<file path="config.mk">
export PLATFORM = sky130hd
export DESIGN_NAME = udma_crc_check
export DESIGN_NICKNAME = d
export VERILOG_FILES = /design/src/rtl/udma_crc_pkg.sv /design/src/rtl/udma_crc_datapath.sv /design/src/rtl/udma_crc_control.sv /design/src/rtl/udma_crc_check.sv
export SDC_FILE = /design/constraint.sdc
export NUM_CORES = 1
export LEC_CHECK = 0
export BUFFER_PORTS_ARGS = -buffer_cell sky130_fd_sc_hd__buf_2
export CAP_MARGIN = 5
export CORE_MARGIN = 4
export CORE_UTILIZATION = 45
export DETAILED_ROUTE_END_ITERATION = 16
export GPL_ROUTABILITY_DRIVEN = 0
export PLACE_DENSITY = 0.74
export SKIP_CTS_REPAIR_TIMING = 1
export SLEW_MARGIN = 25
export SYNTH_ARGS = -nofsm -noshare
export SYNTH_HDL_FRONTEND = slang
export SYNTH_SLANG_ARGS = --single-unit
</file>
<file path="constraint.sdc">
create_clock -name clk -period 2.16 [get_ports clk]
set_input_delay 0.432 -clock clk [delete_from_list [all_inputs] [get_ports clk]]
set_output_delay 0.432 -clock clk [all_outputs]
set_load 0.05 [all_outputs]
</file>
<file path="src/rtl/udma_crc_pkg.sv">
package udma_crc_pkg;

  localparam int WORD_W = 16;

  typedef enum logic [1:0] {
    CMD_DMA      = 2'd0,
    CMD_REQSENSE = 2'd1,
    CMD_PACKET   = 2'd2,
    CMD_PACKET2  = 2'd3
  } cmdKind_e;

  typedef struct packed {
    logic seedLoad;
    logic crcStep;
    logic countLoad;
  } dpCtrl_t;

  localparam logic [7:0] ERR_CRC_ABORT = 8'h84;
  localparam logic [3:0] KEY_ABORTED   = 4'hB;
  localparam logic [3:0] KEY_HW_ERROR  = 4'h4;
  localparam logic [7:0] ASC_LINK_CRC  = 8'h08;
  localparam logic [7:0] ASCQ_LINK_CRC = 8'h03;

  // Word-parallel step: same result as 16 serial shifts, data bit 0 first.
  function automatic logic [15:0] crcNext(input logic [15:0] c, input logic [15:0] d);
    logic [16:1] f;
    logic [15:0] n;
    f[1]  = d[0]  ^ c[15];
    f[2]  = d[1]  ^ c[14];
    f[3]  = d[2]  ^ c[13];
    f[4]  = d[3]  ^ c[12];
    f[5]  = d[4]  ^ c[11] ^ f[1];
    f[6]  = d[5]  ^ c[10] ^ f[2];
    f[7]  = d[6]  ^ c[9]  ^ f[3];
    f[8]  = d[7]  ^ c[8]  ^ f[4];
    f[9]  = d[8]  ^ c[7]  ^ f[5];
    f[10] = d[9]  ^ c[6]  ^ f[6];
    f[11] = d[10] ^ c[5]  ^ f[7];
    f[12] = d[11] ^ c[4]  ^ f[1] ^ f[8];
    f[13] = d[12] ^ c[3]  ^ f[2] ^ f[9];
    f[14] = d[13] ^ c[2]  ^ f[3] ^ f[10];
    f[15] = d[14] ^ c[1]  ^ f[4] ^ f[11];
    f[16] = d[15] ^ c[0]  ^ f[5] ^ f[12];
    n[0]  = f[16];
    n[1]  = f[15];
    n[2]  = f[14];
    n[3]  = f[13];
    n[4]  = f[12];
    n[5]  = f[11] ^ f[16];
    n[6]  = f[10] ^ f[15];
    n[7]  = f[9]  ^ f[14];
    n[8]  = f[8]  ^ f[13];
    n[9]  = f[7]  ^ f[12];
    n[10] = f[6]  ^ f[11];
    n[11] = f[5]  ^ f[10];
    n[12] = f[4]  ^ f[9]  ^ f[16];
    n[13] = f[3]  ^ f[8]  ^ f[15];
    n[14] = f[2]  ^ f[7]  ^ f[14];
    n[15] = f[1]  ^ f[6]  ^ f[13];
    return n;
  endfunction

endpackage

</file>
<file path="src/rtl/udma_crc_datapath.sv">
module udma_crc_datapath
  import udma_crc_pkg::*;
#(
  parameter int          COUNT_W = 16,
  parameter logic [15:0] SEED    = 16'h4ABA
) (
  input  logic               clk,
  input  logic               rstN,
  input  dpCtrl_t            ctl,
  input  logic               dirOut,
  input  logic [COUNT_W-1:0] wordCount,
  input  logic [WORD_W-1:0]  wordData,
  input  logic [WORD_W-1:0]  hostCrc,
  output logic               crcMatch,
  output logic               outValid,
  output logic [WORD_W-1:0]  outData
);

  logic [WORD_W-1:0]  crcReg;
  logic [COUNT_W-1:0] remaining;
  logic               hasRoom;

  assign hasRoom  = (remaining != '0);
  assign crcMatch = (hostCrc == crcReg);

  always_ff @(posedge clk) begin
    if (!rstN) begin
      crcReg    <= SEED;
      remaining <= '0;
      outValid  <= 1'b0;
      outData   <= '0;
    end else begin
      if (ctl.seedLoad)
        crcReg <= SEED;
      else if (ctl.crcStep)
        crcReg <= crcNext(crcReg, wordData);

      if (ctl.countLoad)
        remaining <= wordCount;
      else if (ctl.crcStep && hasRoom)
        remaining <= remaining - 1'b1;

      outValid <= ctl.crcStep && hasRoom && dirOut;
      if (ctl.crcStep && hasRoom && dirOut)
        outData <= wordData;
    end
  end

endmodule

</file>
<file path="src/rtl/udma_crc_control.sv">
module udma_crc_control
  import udma_crc_pkg::*;
(
  input  logic       clk,
  input  logic       rstN,
  input  logic       cmdStart,
  input  logic [1:0] cmdKind,
  input  logic       cmdWrite,
  input  logic       wordStrobe,
  input  logic       burstEnd,
  input  logic       cmdEnd,
  input  logic       crcMatch,
  output dpCtrl_t    ctl,
  output logic       dirOut,
  output logic       stickyErr,
  output logic [7:0] errBits,
  output logic       chkFlag,
  output logic [3:0] senseKey,
  output logic [7:0] ascCode,
  output logic [7:0] ascqCode
);

  logic     active;
  cmdKind_e kindQ;

  always_comb begin
    ctl.countLoad = cmdStart;
    ctl.seedLoad  = cmdStart || (active && burstEnd);
    ctl.crcStep   = active && wordStrobe && !cmdStart && !burstEnd && !cmdEnd;
  end

  always_ff @(posedge clk) begin
    if (!rstN) begin
      active    <= 1'b0;
      kindQ     <= CMD_DMA;
      dirOut    <= 1'b0;
      stickyErr <= 1'b0;
      errBits   <= '0;
      chkFlag   <= 1'b0;
      senseKey  <= '0;
      ascCode   <= '0;
      ascqCode  <= '0;
    end else if (cmdStart) begin
      active    <= 1'b1;
      kindQ     <= cmdKind_e'(cmdKind);
      dirOut    <= cmdWrite;
      stickyErr <= 1'b0;
      errBits   <= '0;
      chkFlag   <= 1'b0;
      senseKey  <= '0;
    end else if (active) begin
      if (burstEnd && !crcMatch)
        stickyErr <= 1'b1;
      if (cmdEnd) begin
        active <= 1'b0;
        unique case (kindQ)
          CMD_DMA: begin
            errBits <= stickyErr ? ERR_CRC_ABORT : 8'h00;
          end
          CMD_REQSENSE: begin
            chkFlag  <= stickyErr;
            senseKey <= stickyErr ? KEY_ABORTED : 4'h0;
          end
          CMD_PACKET, CMD_PACKET2: begin
            chkFlag  <= stickyErr;
            senseKey <= stickyErr ? KEY_HW_ERROR : 4'h0;
            ascCode  <= stickyErr ? ASC_LINK_CRC : 8'h00;
            ascqCode <= stickyErr ? ASCQ_LINK_CRC : 8'h00;
          end
          default: ;
        endcase
      end
    end
  end

endmodule

</file>
<file path="src/rtl/udma_crc_check.sv">
module udma_crc_check
  import udma_crc_pkg::*;
#(
  parameter int          COUNT_W = 16,
  parameter logic [15:0] SEED    = 16'h4ABA
) (
  input  logic               clk,
  input  logic               rstN,
  input  logic               cmdStart,
  input  logic [1:0]         cmdKind,
  input  logic               cmdWrite,
  input  logic [COUNT_W-1:0] wordCount,
  input  logic               wordStrobe,
  input  logic [15:0]        wordData,
  input  logic               burstEnd,
  input  logic [15:0]        hostCrc,
  input  logic               cmdEnd,
  output logic               outValid,
  output logic [15:0]        outData,
  output logic [7:0]         errBits,
  output logic               chkFlag,
  output logic [3:0]         senseKey,
  output logic [7:0]         ascCode,
  output logic [7:0]         ascqCode
);

  dpCtrl_t ctl;
  logic    dirOut;
  logic    crcMatch;
  logic    stickyErr;

  udma_crc_control u_ctrl (
    .clk(clk), .rstN(rstN), .cmdStart(cmdStart), .cmdKind(cmdKind),
    .cmdWrite(cmdWrite), .wordStrobe(wordStrobe), .burstEnd(burstEnd),
    .cmdEnd(cmdEnd), .crcMatch(crcMatch), .ctl(ctl), .dirOut(dirOut),
    .stickyErr(stickyErr), .errBits(errBits), .chkFlag(chkFlag),
    .senseKey(senseKey), .ascCode(ascCode), .ascqCode(ascqCode)
  );

  udma_crc_datapath #(.COUNT_W(COUNT_W), .SEED(SEED)) u_dp (
    .clk(clk), .rstN(rstN), .ctl(ctl), .dirOut(dirOut),
    .wordCount(wordCount), .wordData(wordData), .hostCrc(hostCrc),
    .crcMatch(crcMatch), .outValid(outValid), .outData(outData)
  );

endmodule

</file>
==> reports/results.tsv, run 1 <==
metric	value	unit
status	complete, no violations	
wl	8.90	mm
cts_buffers	9	
grt_max_degree	39	
rows	31	
vias_per_cell	5.09	
port_buffers	83	
ys_types	50	
drv_slew	0	
yosysTopAreaCell	dfxtp_1	
vdd_drop_max	448	µV
fin_crit	2030	ps
syn_area	3430	µm²
ios	103	
rsz0062_at_grt	no	
leakagePower	1.87	nW
cts_sinks	59	
critPathLaunch	u_dp.crcReg[15]	
clk_pin_slew	70	ps
power_per_cell_area	633	nW/µm²
setup_violations	0	
finalHoldViolCount	0	
final_area	4220	µm²
r2r_start	u_dp.crcReg[15]	
die_h	95.3	µm
crit_type	reg -> reg	
initial_core_util	46.8	%
drtAntennaViolNets	0	
wl_per_cell	15.1	µm
fmax	492	MHz
vias	3006	
dp_cells	575	
layout.nets	545	
placed_cell_area	4030	µm²
crit_path_start_kind	register	
netlist.area_leader.share	34.5	%
setup_tns	0	ps
power	2.67	mW
syn_inst	385	
synth_seq_area_share	34.5	%
hold_class	in -> reg	
yosys_warnings	0	
core_area	7330	µm²
synth-edff-count	0	
end_kind	register	
cts_tree	done	
syn_avg_cell_area	8.90	µm²
drc	0	
cts-root-buf	clkbuf_8	
maxCapViolations	0	
clockBufferDepth	2	
die-area	9080	µm²
min-delay-start	wordCount[14]	
path_max_fanout	5	
nFillCells	664	
grt_pass1_vias	2933	
synth-seq-cells	59	
drt_iter0_markers	164	
antenna_cells	0	
yosys_most_used_dff	dfxtp_1	
firstDrtPassIters	4	
dp_hpwl	6.82	mm
htree_num_levels	3	
arrival	2300	ps
finalCritPeriodShare	94.0	%
gr-total-overflow	0	
regArea	1180	µm²
drive_gt1_share	30.1	%
track_usage	20.0	%
clock_skew	6.81	ps
multi_input_area	2050	µm²
grt_first_pass_wirelength	14.1	mm
antenna_found_initial	0	
clkLatencyLatePin	330	ps
die_x	95.3	µm
synth_common_cells	dfxtp_1, nand2_1, xor2_1	
synth.most_common_cell	dfxtp_1	
layout.cells.non_filler	590	
area_growth	23.0	%
yosys-top-cells-area	dfxtp_1, xor2_1, xnor2_1, buf_4, a21boi_0	
async_flop_share	0	%
required	2430	ps
## flip-flops by register name, summed over array words and instances, names as in the netlist
signal / cells
u_dp.crcReg: 16
u_dp.outData: 16
u_dp.remaining: 16
u_ctrl.kindQ: 2
u_ctrl.senseKey: 2
u_ctrl.active: 1
u_ctrl.ascqCode: 1
u_ctrl.chkFlag: 1
u_ctrl.dirOut: 1
u_ctrl.errBits: 1
u_ctrl.stickyErr: 1
u_dp.outValid: 1
## power by group
group / internal [mW] / total, mW / switching [mW]
Sequential: 1.12 / 1.14 / 0.0271
Combinational: 0.312 / 0.663 / 0.351
Clock: 0.436 / 0.866 / 0.430
## routing by layer
layer	global-route usage, %	part of all wire (%)	up-vias
met5	0	0	-
met1	27.2	45	1387
met4	9.38	2.3	0
met3	3.63	5.5	18
li1	-	-	1509
met2	30.8	47	92
## cell type report
type / count / share of cell area (%)
Clock inverter: 3 / 0.356
Clock buffer: 12 / 3.44
Timing Repair Buffer: 118 / 16.1
Multi-Input combinational cell: 294 / 48.7
Inverter: 5 / 0.445
Tap cell: 99 / 2.94
Sequential cell: 59 / 28.0
## final timing paths
path,slack [ps],end,cells past startpoint
max,130,u_dp.crcReg[12],6
max reg2reg,130,u_dp.crcReg[12],6
min reg2reg,460,u_dp.outData[2],2
min,350,u_dp.remaining[14],2
## critical path, stage by stage (launching register included)
cell and delay [ps]:
dfxtp_2 370, xnor2_1 260, xnor3_1 470, xnor3_2 260
xnor2_1 160, or3_1 310, a21oi_1 140
## layout by cell type, fill, tap and decap left out, types with 9 or more instances in the layout
cell       n
a21boi_0  19
a21oi_1   18
buf_2     83
buf_4     35
clkbuf_8  10
conb_1    19
dfxtp_1   58
nand2_1   33
nand3_1   22
nor2_1    16
nor4_1     9
o21ai_0   15
xnor2_1   26
xor2_1    28
## through the flow
step,hold slack (ps),setup slack [ps],utilization (%)
after detailed placement,455,-131,55.0
final,346,129,57.5
after floorplan,453,71.5,-
after global placement,447,-54.2,55.0
after global routing,352,13.3,57.5
after CTS,335,90.1,57.2
## logic make-up after synthesis
logic type / after synthesis / share of synthesized area, %
compound gates: 86 / 16.7
simple gates: 113 / 16.4
buf+inv: 50 / 8.28
other cells: 1 / 0.109
flops: 59 / 34.5
fa+ha+maj: 1 / 0.365
mux: 6 / 1.75
xor+xnor: 69 / 22.0
Power figures use the tool's default switching activity.
==> run 2: changes to the inputs <==
Settings changed: CORE_MARGIN 4 to unset, SKIP_LAST_GASP set to 1.
==> run 2 against run 1 <==
  * Sequential share of layout area decreased by 0.48 points
  * Worst hold slack lost 14 ps
  * Power rose by 14%
  * Sequential power about the same
  * Critical path type unchanged
==> reports/results.tsv, run 2 (synthesis gave the netlist of run 1 again) <==
metric	value	unit	change
clkLatencyLatePin	340	ps	was 330 ps
finish.utilization	58.8	%	was 57.5%
rsz0062_at_grt	no		unchanged
finalCritPeriodShare	96.1	%	was 94.0%
core_area	7290	µm²	was 7330 µm²
crit_type	reg -> reg		unchanged
drt_iter0_markers	146		was 164
setup_tns	0	ps	unchanged
drtAntennaViolNets	0		unchanged
die-area	7970	µm²	was 9080 µm²
fmax	482	MHz	was 492 MHz
final_cell_mix	buf_2, dfxtp_1, buf_4, nand2_1, xor2_1		unchanged
htree_num_levels	3		unchanged
die_x	89.3	µm	was 95.3 µm
maxCapViolations	0		unchanged
end_kind	register		unchanged
layout.nets	544		was 545
crit_path_start_kind	register		unchanged
port_buffers	83		unchanged
antenna_cells	0		unchanged
wl	8.48	mm	was 8.90 mm
drc	0		unchanged
leakagePower	1.90	nW	was 1.87 nW
gr-total-overflow	0		unchanged
area_growth	25.0	%	was 23.0%
layout_commonest_cell	buf_2		unchanged
cts_sinks	59		unchanged
setup_violations	0		unchanged
grt_max_degree	39		unchanged
clk_pin_slew	70	ps	about the same
finalHoldViolCount	0		unchanged
grt_pass1_vias	2726		was 2933
firstDrtPassIters	4		unchanged
clockBufferDepth	2		unchanged
reg.largest.list	u_dp.crcReg (16), u_dp.outData (16), u_dp.remaining (16)		unchanged
status	complete, no violations		unchanged
dp_hpwl	6.23	mm	was 6.82 mm
drv_slew	0		unchanged
power_per_cell_area	708	nW/µm²	was 633 nW/µm²
vias	2999		was 3006
die_h	89.3	µm	was 95.3 µm
antenna_found_initial	0		unchanged
cts_tree	done		unchanged
min-delay-start	wordCount[14]		unchanged
clock_skew	10.4	ps	was 6.81 ps
required	2430	ps	about the same
initial_core_util	47.0	%	was 46.8%
power	3.03	mW	was 2.67 mW
fin_ws	83.2	ps	was 129 ps
hold_class	in -> reg		unchanged
track_usage	22.6	%	was 20.0%
critPathLaunch	u_dp.crcReg[15]		unchanged
vdd_drop_max	381	µV	was 448 µV
arrival	2340	ps	was 2300 ps
ios	103		unchanged
fin_hold_ws	332	ps	was 346 ps
fin_crit	2080	ps	was 2030 ps
place_ws	-129	ps	was -131 ps
cts_buffers	9		unchanged
path_max_fanout	5		unchanged
cts-root-buf	clkbuf_8		unchanged
r2r_start	u_dp.crcReg[15]		unchanged
grt_first_pass_wirelength	13.5	mm	was 14.1 mm
vias_per_cell	5.08		was 5.09
wl_per_cell	14.4	µm	was 15.1 µm
rows	31		unchanged
drive_gt1_share	29.7	%	was 30.1%
[run 2: critical path, cell delays in order (launching register included)]
cell and delay (ps):
dfxtp_1 470, xor2_1 290, xnor2_1 230, xnor3_2 410
xnor2_1 150, or3_1 310, a21oi_1 150
[run 2: report_power, final]
group,total [mW],switching (mW),internal (mW)
registers,1.14,0.0265,1.11
clock network,1.23,0.458,0.776
logic,0.658,0.348,0.310
total,3.03,0.833,2.20
[run 2: routing by layer]
layer	part of all wire [%]	wire length (µm)	global-route usage, %	vias to the layer above
li1	-	-	-	1512
met1	47	4000	31.0	1388
met2	46	3870	35.5	85
met3	5.5	467	3.60	14
met4	1.8	154	8.80	0
met5	0	0	0	-
[run 2: metrics by stage]
step                      cell area (µm²)  std cells
after floorplan                      3500        403
final                                4290        590
after detailed placement             4030        574
after global placement               4030        574
after global routing                 4290        590
after CTS                            4270        590
[run 2: area by class of cell]
cell class                 count  area [µm²]
inverter                       5        18.8
timing repair buffer         117         671
multi-input combinational    294        2050
clock inverter                 3        67.6
clock buffer                  13         179
tap                           99         124
sequential                    59        1180
fill                         656        3010
[run 2: path summary, 6_finish.rpt]
kind / endpoint / slack (ps) / depth (start not counted)
worst max-delay path: u_dp.crcReg[12] / 80 / 6
worst min-delay path: u_dp.remaining[14] / 330 / 2
worst max register to register: u_dp.crcReg[12] / 80 / 6
worst min register to register: u_dp.outData[6] / 460 / 2
==> run 3: changes to the inputs <==
Settings changed: CAP_MARGIN 5 to 20, PLACE_DENSITY 0.74 to 0.71.
Clock period 2.16 ns to 2.4 ns, I/O delays scaled along.
==> run 3 against run 2 <==
  * Flip-flop and latch count unchanged
  * Worst hold slack better by 60 ps
  * Clock skew about the same
  * Critical path depth unchanged
  * Non-clock buffer count down 16
  * Largest cell class unchanged
  * Global-route usage down 0.45 points
  * Power down 19%
  * Core utilization down 2.6 points
  * Highest routed layer unchanged
  * Design area down 4.4%
  * Die area unchanged
  * Critical path type unchanged
  * Sequential power down 9.6%
==> reports/results.tsv, run 3 (synthesis gave the netlist of run 1 again) <==
metric	value	unit	change
status	complete, no violations		unchanged
layout.cells.non_filler	574		was 590
finalHoldViolCount	0		unchanged
tightest_slew	577	ps	
clockBufferDepth	2		unchanged
track_usage	22.1	%	was 22.6%
vias	2965		was 2999
cts-root-buf	clkbuf_8		unchanged
maxSlewHeadroom	61.5	%	
power_per_cell_area	603	nW/µm²	was 708 nW/µm²
cts_sinks	59		unchanged
rows	31		unchanged
fmax	464	MHz	was 482 MHz
clkLatencyLatePin	330	ps	was 340 ps
clock_skew	10.8	ps	was 10.4 ps
dp_hpwl	6.18	mm	was 6.23 mm
die_x	89.3	µm	unchanged
dp_cells	558		was 574
gr-total-overflow	0		unchanged
area_growth	19.6	%	was 25.0%
fin_ws	246	ps	was 83.2 ps
crit_path_start_kind	register		unchanged
met3_usage	4.25	%	was 3.60%
worst-path-buf-inv	0		unchanged
firstDrtPassIters	4		unchanged
setup_violations	0		unchanged
final_cell_mix	buf_2, dfxtp_1, nand2_1, xor2_1, xnor2_1		was buf_2, dfxtp_1, buf_4, nand2_1, xor2_1
drt_iter0_markers	101		was 146
wl_per_cell	14.4	µm	about the same
arrival	2380	ps	was 2340 ps
drtAntennaViolNets	0		unchanged
crit_type	reg -> reg		unchanged
place_ws	20.5	ps	was -129 ps
vdd_drop_max	317	µV	was 381 µV
leakagePower	1.79	nW	was 1.90 nW
rsz0062_at_grt	no		unchanged
cts_buffers	9		unchanged
fin_crit	2150	ps	was 2080 ps
layout.nets	528		was 544
setup_tns	0	ps	unchanged
grt.busiest_layer	met2		unchanged
grt_pass1_vias	2681		was 2726
required	2630	ps	was 2430 ps
grt_first_pass_wirelength	13.2	mm	was 13.5 mm
fin_hold_ws	392	ps	was 332 ps
initial_core_util	47.0	%	unchanged
clk_pin_slew	70	ps	about the same
path_max_fanout	3		was 5
cp_cell_sequence	xnor2_1 -> xnor3_2 -> xnor2_4 -> xor3_1 -> a211oi_1 -> nor2_1		was xor2_1 -> xnor2_1 -> xnor3_2 -> xnor2_1 -> or3_1 -> a21oi_1
port_buffers	83		unchanged
vias_per_cell	5.17		was 5.08
antenna_cells	0		unchanged
slowest_delay	470	ps	about the same
grt_max_degree	39		unchanged
cts_tree	done		unchanged
met1_usage	30.2	%	was 31.0%
hold_class	in -> reg		unchanged
finalCritPeriodShare	89.8	%	was 96.1%
drive_gt1_share	26.9	%	was 29.7%
drc	0		unchanged
core_area	7290	µm²	unchanged
layout_commonest_cell	buf_2		unchanged
antenna_found_initial	0		unchanged
crit_slowest_cell	dfxtp_1		unchanged
drv_slew	0		unchanged
wl	8.28	mm	was 8.48 mm
maxCapViolations	0		unchanged
reg.largest.list	u_dp.crcReg (16), u_dp.outData (16), u_dp.remaining (16)		unchanged
ios	103		unchanged
die-area	7970	µm²	unchanged
cp_top_family	XOR/XNOR gates		unchanged
end_kind	register		unchanged
die_h	89.3	µm	unchanged
htree_num_levels	3		unchanged
grtUsageMet2	34.1	%	was 35.5%
## run 3: layout make-up
class	instances	area (µm²)
fill	680	3190
multi-input combinational	294	2030
sequential	59	1180
timing repair buffer	101	551
clock buffer	11	141
tap	99	124
clock inverter	5	52.6
inverter	5	18.8
## run 3: power by group
group	switching (mW)	internal (mW)
logic	0.300	0.236
clock network	0.404	0.503
registers	0.0253	1.00
total	0.730	1.74
## run 3: stage by stage
stage	cell area, µm²	util, %	power, mW
after global routing	4100	56.2	2.59
after CTS	4100	56.2	2.48
after global placement	3910	53.6	1.57
after detailed placement	3910	53.6	1.59
after floorplan	3500	-	1.46
final	4100	56.2	2.47
## run 3: worst paths after layout
| check | slack (ps) | start | depth (start not counted) | to |
|---|---|---|---|---|
| worst max register to register | 250 | u_dp.crcReg[10] | 6 | u_dp.crcReg[14] |
| worst max-delay path | 250 | u_dp.crcReg[10] | 6 | u_dp.crcReg[14] |
| worst min-delay path | 390 | wordCount[14] | 2 | u_dp.remaining[14] |
| worst min register to register | 460 | u_ctrl.senseKey[2] | 2 | u_ctrl.senseKey[2] |
## run 3: layer usage
| metal | part of all wire [%] | routed length [µm] |
|---|---|---|
| met1 | 47 | 3890 |
| met2 | 46 | 3790 |
| met4 | 2.5 | 204 |
| met3 | 4.8 | 395 |
| met5 | 0 | 0 |
